$ cat config.mk
export PLATFORM = sky130hd
export DESIGN_NAME = gpio_commit_bank
export DESIGN_NICKNAME = d
export VERILOG_FILES = /design/src/rtl/gpio_commit_pkg.sv /design/src/rtl/gpio_commit_ctrl.sv /design/src/rtl/gpio_commit_dp.sv /design/src/rtl/gpio_commit_bank.sv
export SDC_FILE = /design/constraint.sdc
export NUM_CORES = 1
export LEC_CHECK = 0
export BUFFER_PORTS_ARGS = -buffer_cell sky130_fd_sc_hd__buf_2
export CAP_MARGIN = 20
export CORE_UTILIZATION = 45
export DETAILED_ROUTE_END_ITERATION = 10
export GPL_ROUTABILITY_DRIVEN = 1
export PLACE_DENSITY = 0.79
export RECOVER_POWER = 25
export SLEW_MARGIN = 25
export SYNTH_ARGS = -nofsm -noshare
export SYNTH_HDL_FRONTEND = slang
export SYNTH_HIERARCHICAL = 1
export SYNTH_SLANG_ARGS = --single-unit
$ cat constraint.sdc
create_clock -name clk -period 3.4 [get_ports clk]
set_input_delay 0.51 -clock clk [delete_from_list [all_inputs] [get_ports clk]]
set_output_delay 0.51 -clock clk [all_outputs]
set_load 0.05 [all_outputs]
$ cat src/rtl/gpio_commit_pkg.sv
package gpio_commit_pkg;

  localparam int unsigned REG_ALT  = 0;
  localparam int unsigned REG_PULL = 1;
  localparam int unsigned REG_CTL  = 2;
  localparam int unsigned REG_DIG  = 3;
  localparam int unsigned REG_ANA  = 4;
  localparam int unsigned REG_CMT  = 5;
  localparam int unsigned NUM_GATED = 4;

  typedef enum logic [2:0] {
    SEL_ALT, SEL_PULL, SEL_CTL, SEL_DIG, SEL_ANA, SEL_CMT, SEL_NONE
  } rdSel_e;

  // strobes from control to datapath
  typedef struct packed {
    logic [NUM_GATED-1:0] wrCfg;
    logic                 wrAna;
    logic                 wrCmt;
    rdSel_e               rdSel;
  } busStrobe_t;

endpackage

$ cat src/rtl/gpio_commit_ctrl.sv
module gpio_commit_ctrl
  import gpio_commit_pkg::*;
#(
  parameter int unsigned ADDR_W = 4
) (
  input  logic [ADDR_W-1:0] busAddr,
  input  logic              busWe,
  output busStrobe_t        strobe
);

  always_comb begin
    strobe = '0;
    strobe.rdSel = SEL_NONE;
    case (busAddr)
      ADDR_W'(REG_ALT):  begin strobe.rdSel = SEL_ALT;  strobe.wrCfg[REG_ALT]  = busWe; end
      ADDR_W'(REG_PULL): begin strobe.rdSel = SEL_PULL; strobe.wrCfg[REG_PULL] = busWe; end
      ADDR_W'(REG_CTL):  begin strobe.rdSel = SEL_CTL;  strobe.wrCfg[REG_CTL]  = busWe; end
      ADDR_W'(REG_DIG):  begin strobe.rdSel = SEL_DIG;  strobe.wrCfg[REG_DIG]  = busWe; end
      ADDR_W'(REG_ANA):  begin strobe.rdSel = SEL_ANA;  strobe.wrAna = busWe; end
      ADDR_W'(REG_CMT):  begin strobe.rdSel = SEL_CMT;  strobe.wrCmt = busWe; end
      default:           strobe.rdSel = SEL_NONE;
    endcase
  end

endmodule

$ cat src/rtl/gpio_commit_dp.sv
module gpio_commit_dp
  import gpio_commit_pkg::*;
#(
  parameter int unsigned PINS   = 8,
  parameter int unsigned DATA_W = 32,
  parameter logic [PINS-1:0] COMMIT_RST = '1,
  parameter logic [PINS-1:0] COMMIT_WR  = '0,
  parameter logic [PINS-1:0] ANA_MASK   = '1
) (
  input  logic                          clk,
  input  logic                          rstN,
  input  busStrobe_t                    strobe,
  input  logic [PINS-1:0]               wrData,
  output logic [NUM_GATED-1:0][PINS-1:0] cfgOut,
  output logic [PINS-1:0]               anaOut,
  output logic [PINS-1:0]               cmtOut,
  output logic [DATA_W-1:0]             rdData
);

  logic [DATA_W-1:0] rdNext;

  // commit mask: only COMMIT_WR bits are writable
  always_ff @(posedge clk or negedge rstN) begin
    if (!rstN)             cmtOut <= COMMIT_RST;
    else if (strobe.wrCmt) cmtOut <= (cmtOut & ~COMMIT_WR) | (wrData & COMMIT_WR);
  end

  // gated configuration registers
  for (genvar g = 0; g < NUM_GATED; g++) begin : g_cfg
    always_ff @(posedge clk or negedge rstN) begin
      if (!rstN)                cfgOut[g] <= '0;
      else if (strobe.wrCfg[g]) cfgOut[g] <= (cfgOut[g] & ~cmtOut) | (wrData & cmtOut);
    end
  end

  // analog select, not gated
  always_ff @(posedge clk or negedge rstN) begin
    if (!rstN)             anaOut <= '0;
    else if (strobe.wrAna) anaOut <= wrData & ANA_MASK;
  end

  always_comb begin
    rdNext = '0;
    case (strobe.rdSel)
      SEL_ALT:  rdNext = DATA_W'(cfgOut[REG_ALT]);
      SEL_PULL: rdNext = DATA_W'(cfgOut[REG_PULL]);
      SEL_CTL:  rdNext = DATA_W'(cfgOut[REG_CTL]);
      SEL_DIG:  rdNext = DATA_W'(cfgOut[REG_DIG]);
      SEL_ANA:  rdNext = DATA_W'(anaOut);
      SEL_CMT:  rdNext = DATA_W'(cmtOut);
      default:  rdNext = '0;
    endcase
  end

  always_ff @(posedge clk or negedge rstN) begin
    if (!rstN) rdData <= '0;
    else       rdData <= rdNext;
  end

endmodule

$ cat src/rtl/gpio_commit_bank.sv
module gpio_commit_bank
  import gpio_commit_pkg::*;
#(
  parameter int unsigned PINS       = 8,
  parameter int unsigned DATA_W     = 32,
  parameter int unsigned ADDR_W     = 4,
  parameter bit          GUARDED    = 1'b1,
  parameter int unsigned GUARD_PIN  = 7,
  parameter int unsigned ANALOG_LSB = 4
) (
  input  logic              clk,
  input  logic              rstN,
  input  logic [ADDR_W-1:0] busAddr,
  input  logic              busWe,
  input  logic [DATA_W-1:0] busWdata,
  output logic [DATA_W-1:0] busRdata,
  output logic [PINS-1:0]   pinAltFn,
  output logic [PINS-1:0]   pinPullUp,
  output logic [PINS-1:0]   pinCtlSel,
  output logic [PINS-1:0]   pinDigEn,
  output logic [PINS-1:0]   pinAnalog,
  output logic [PINS-1:0]   pinCommit
);

  localparam logic [PINS-1:0] GUARD_BIT  = PINS'(1) << GUARD_PIN;
  localparam logic [PINS-1:0] COMMIT_RST = GUARDED ? ~GUARD_BIT : {PINS{1'b1}};
  localparam logic [PINS-1:0] COMMIT_WR  = GUARDED ? GUARD_BIT : {PINS{1'b0}};
  localparam logic [PINS-1:0] ANA_MASK   = {PINS{1'b1}} << ANALOG_LSB;

  busStrobe_t                     strobe;
  logic [NUM_GATED-1:0][PINS-1:0] cfgOut;

  gpio_commit_ctrl #(.ADDR_W(ADDR_W)) ctrl_i (
    .busAddr (busAddr),
    .busWe   (busWe),
    .strobe  (strobe)
  );

  gpio_commit_dp #(
    .PINS(PINS), .DATA_W(DATA_W),
    .COMMIT_RST(COMMIT_RST), .COMMIT_WR(COMMIT_WR), .ANA_MASK(ANA_MASK)
  ) dp_i (
    .clk    (clk),
    .rstN   (rstN),
    .strobe (strobe),
    .wrData (busWdata[PINS-1:0]),
    .cfgOut (cfgOut),
    .anaOut (pinAnalog),
    .cmtOut (pinCommit),
    .rdData (busRdata)
  );

  assign pinAltFn  = cfgOut[REG_ALT];
  assign pinPullUp = cfgOut[REG_PULL];
  assign pinCtlSel = cfgOut[REG_CTL];
  assign pinDigEn  = cfgOut[REG_DIG];

endmodule

After elaboration in Yosys (flattened, before gate mapping). Cells that the tools add are included.

Eq/ne operators: 10. Reductions and logical operators: 2. Bitwise gates (word level): 11. Multiplexer cells: 8.

Operators with widths (count): 8-bit case mux with 6 select lines (1); 8-bit bitwise AND (5); 8-bit OR (4); 3-bit case mux with 6 select lines (1); 4-bit by 2-bit == test with 1-bit output, second input constant (2); 4-bit by 3-bit == test with 1-bit output, second input constant (2); 8-bit NOT (1); 7-bit by 8-bit OR with 8-bit output (1); 3-bit by 2-bit == test with 1-bit output, second input constant (2); 3-bit == test, second input constant (2); 1-bit 2-to-1 mux (6); 4-bit by 1-bit == test with 1-bit output, second input constant (1); 4-bit zero test (1); 3-bit by 1-bit == test with 1-bit output, second input constant (1); 3-bit zero test (1).

Input port bits: 39. Bits in registers: 52. Output and inout bits: 80.

Logic depth before layout (Yosys ltp).
Word-level depth: 4. Depth in mapped cells: 7.

Hierarchy. Netlist, hierarchy kept.

Modules (own cells, without submodules): gpio_commit_dp (cells each 175, seq. area each 1126.1 um2, area each 2219.6 um2, times used 1); gpio_commit_ctrl (cells each 15, seq. area each 0.0 um2, area each 96.3 um2, times used 1).

Worst setup path before layout. Ideal clock, no wire load.

Kind: in2reg. Start: input port busAddr[0]. End: register dp_i.rdData[1]. Data required time: 3.273 ns. Library setup time: 0.127 ns. Data arrival time: 1.666 ns. Path slack: 1.608 ns. Stages on the path: 5. Cell sequence: inv_1 a211oi_1 mux4_1 inv_1 o22ai_1.

RTL lines: from (decl) (line gpio_commit_bank.sv:13) `input logic [ADDR_W-1:0] busAddr,`; to (signal assigned) (line gpio_commit_dp.sv:57) `else rdData <= rdNext;`; to (decl) (line gpio_commit_dp.sv:17) `output logic [DATA_W-1:0] rdData`.

==> flow_summary.json <==
{
  "status": "finished, violations left",
  "violations": "max-capacitance violations, max-slew violations",
  "drtIter0Drc": 39,
  "fill_cells": 461,
  "intPower_uw": 1010,
  "rr_worst_depth": 3,
  "port_buffers": 59,
  "p_leak_uw": 0.00130,
  "worstPathRequired_ns": 3.33,
  "switchingPower_uw": 856,
  "critPathMaxFanout": 45,
  "grt_pass1_vias": 1382,
  "holdPathStages": 2,
  "tns_ns": 0,
  "min_period_over_period": 0.659,
  "drt_wl_total_um": 4360,
  "antenna_cells": 0,
  "area_growth_pct": 12.4,
  "drc": 0,
  "yosysWarnings": 6,
  "hpwl_um": 3120,
  "setup_viol": 0,
  "rsz0062_at_grt": "false",
  "tightest_slew_ns": 2.34,
  "grt_pass1_wl_um": 6820,
  "critPathKind": "primary input to asynchronous set/reset pin",
  "synthTopCellsByArea": "dfrtp_1 (49%), mux2_2 (19%), buf_4 (11%)",
  "cts_max_path_buffers": 2,
  "pin_count": 119,
  "max_freq_ghz": 0.446,
  "crit_chain": "clkbuf_1",
  "reg2reg_from": "dp_i/cfgOut[9]",
  "cts_sinks": 45,
  "final_common_cell": "buf_2",
  "busiest_layer": "met2",
  "synth_area_mm2": 0.00232,
  "die_area_mm2": 0.00544,
  "min-delay-start": "busWdata[0]",
  "grt_remaining_overflow": 0,
  "ys_ff_latch": 45,
  "drtAntennaViolNets": 0,
  "cts_tree": "built",
  "start_util": 0.478,
  "core_area_mm2": 0.00485,
  "cts_resized": 0,
  "syn_avg_cell_area_um2": 12.2,
  "synth_top_family_by_area": "multiplexers",
  "synth_xor_area_frac": 0,
  "routed_via_density": 4.81,
  "clock_latency_ns": 0.29,
  "gp_congestion": 0.728,
  "synth_top_area_share": 0.486,
  "synthAdderAreaFrac": 0,
  "synth_cells": 190,
  "crit_family": "buffers and inverters",
  "peakVddDrop_mv": 0.411,
  "met1_usage": 0.212,
  "dieWidth_um": 73.7,
  "grt.total_usage": 0.172,
  "clk_pin_slew_ns": 0.07,
  "gr-usage-met3": 0.0631,
  "antenna_found_initial": 0,
  "grt_start_max_net_pins": 46,
  "fin_skew_ns": 0.00149,
  "final_max_slew_viol_count": 46,
  "mostFrequentLayoutCells": "buf_2 (58), dfrtp_1 (45), mux2_2 (39)",
  "post_cts_buffers": 0,
  "finalHoldViolations": 0,
  "drt_first_pass_iters": 4,
  "power_frac_seq": 0.388,
  "period_minus_slack_ns": 2.24,
  "cts_buffers": 5,
  "drive_gt1_frac": 0.456,
  "max-cap-violations": 1,
  "grt_use_met2": 0.283,
  "place_ws_ns": 0.944,
  "cp_slowest_stage_delay_ns": 1.63,
  "hold_class": "primary input to flop",
  "cp.arrival_ns": 2.17,
  "wl_per_cell_um": 13.8,
  "fp.dieH_um": 73.7,
  "whs_endpoint": "dp_i/cfgOut[24]",
  "start_kind": "primary input",
  "critPathCaptureType": "asynchronous set/reset pin",
  "yosysTopAreaCell": "dfrtp_1",
  "crit_slowest_cell": "clkbuf_1",
  "r2r_slack_ns": 2.22,
  "synth_cell_types": 25,
  "pwr-share-clk": 0.176,
  "rows": 25,
  "htreeDepth": 2,
  "combPwrFrac": 0.436,
  "pwr_density_cell_mw_per_mm2": 717,
  "dr_total_vias": 1515,
  "nNetsFinal": 287,
  "root_buffer": "clkbuf_8",
  "fin_ws_ns": 1.16,
  "swShare": 0.459,
  "synth_compound_gate_area_share": 0.0719,
  "yosys.area_share.simple": 0.0562,
  "relSlewSlack": -0.558,
  "synthMuxAreaShare": 0.231,
  "path_buf_inv": 1,
  "ys_seq_area_frac": 0.486,
  "worst_r2r_endpoint": "dp_i/rdData[1]",
  "hold_buffers": 0
}
[synthesized netlist by cell type]
cell type  count
mux2_4         2
or3b_1         1
nor3_2         2
buf_4         35
buf_2          7
a21oi_1        6
a211oi_1       1
o21ai_0        2
nor2_1         6
or2_1          2
nand2b_1       2
o21a_1         6
mux2i_1        4
nand2_1        6
a22oi_1        3
conb_1         2
dfrtp_1       45
and3b_1        1
inv_1          2
o211ai_1       1
mux2_2        39
mux4_1         1
nand3b_1       3
buf_6          4
o22ai_1        7
[routing by layer]
layer / up-vias / share of wire
li1: 706 / -
met1: 737 / 0.42
met2: 66 / 0.50
met3: 6 / 0.071
met4: 0 / 0.010
met5: - / 0
[cell type report]
type / instances / area (um2) / share of cell area
multi-input cells: 130 / 968 / 0.372
inverters: 2 / 7.51 / 0.00288
repair buffers: 64 / 332 / 0.127
clock buffers: 7 / 86.3 / 0.0332
well taps: 67 / 83.8 / 0.0322
flip-flops and latches: 45 / 1130 / 0.432
[power groups by stage]
stage	sequential, uW	clock (uW)	combinational, uW
after floorplan	1120	0	284
after global placement	731	0	808
after detailed placement	735	0	818
after CTS	726	335	820
after global routing	740	361	853
final	725	328	813
[through the flow]
| stage | power [uW] | instances | util | hold slack, ns | instance area [um2] |
|---|---|---|---|---|---|
| floorplan | 1410 | 223 | - | 0.214 | 2440 |
| global placement | 1540 | 308 | 0.519 | 0.505 | 2520 |
| detailed placement | 1550 | 308 | 0.519 | 0.515 | 2520 |
| CTS | 1880 | 315 | 0.537 | 0.404 | 2610 |
| global route | 1950 | 315 | 0.537 | 0.483 | 2600 |
| finish | 1870 | 315 | 0.537 | 0.480 | 2600 |
[kinds of logic (layout without fill, tap and decap cells)]
| family | count (synthesis) | after routing |
|---|---|---|
| compound gates | 26 | 26 |
| buf+inv | 48 | 73 |
| flops | 45 | 45 |
| mux | 46 | 46 |
| other cells | 2 | 35 |
| simple gates | 23 | 23 |
[state kept, by name, summed over array words and instances, names as in the netlist]
signal       count
dp_i/rdData      8
dp_i/cfgOut     32
dp_i/cmtOut      1
dp_i/anaOut      4
[worst max-delay path by stage]
stage,slack [ns],startpoint,cells after the start,endpoint
6_report,1.16,rstN,1,dp_i/cfgOut[26]
5_1_grt,0.65,rstN,1,dp_i/cfgOut[4]
4_1_cts,1.27,busAddr[3],6,dp_i/cfgOut[31]
3_5_place_dp,0.94,busAddr[3],6,dp_i/cfgOut[31]
3_3_place_gp,0.99,busAddr[3],5,dp_i/cfgOut[24]
2_1_floorplan,1.61,busAddr[0],5,dp_i/rdData[1]
No activity file was read; power rests on OpenSTA's default activity.
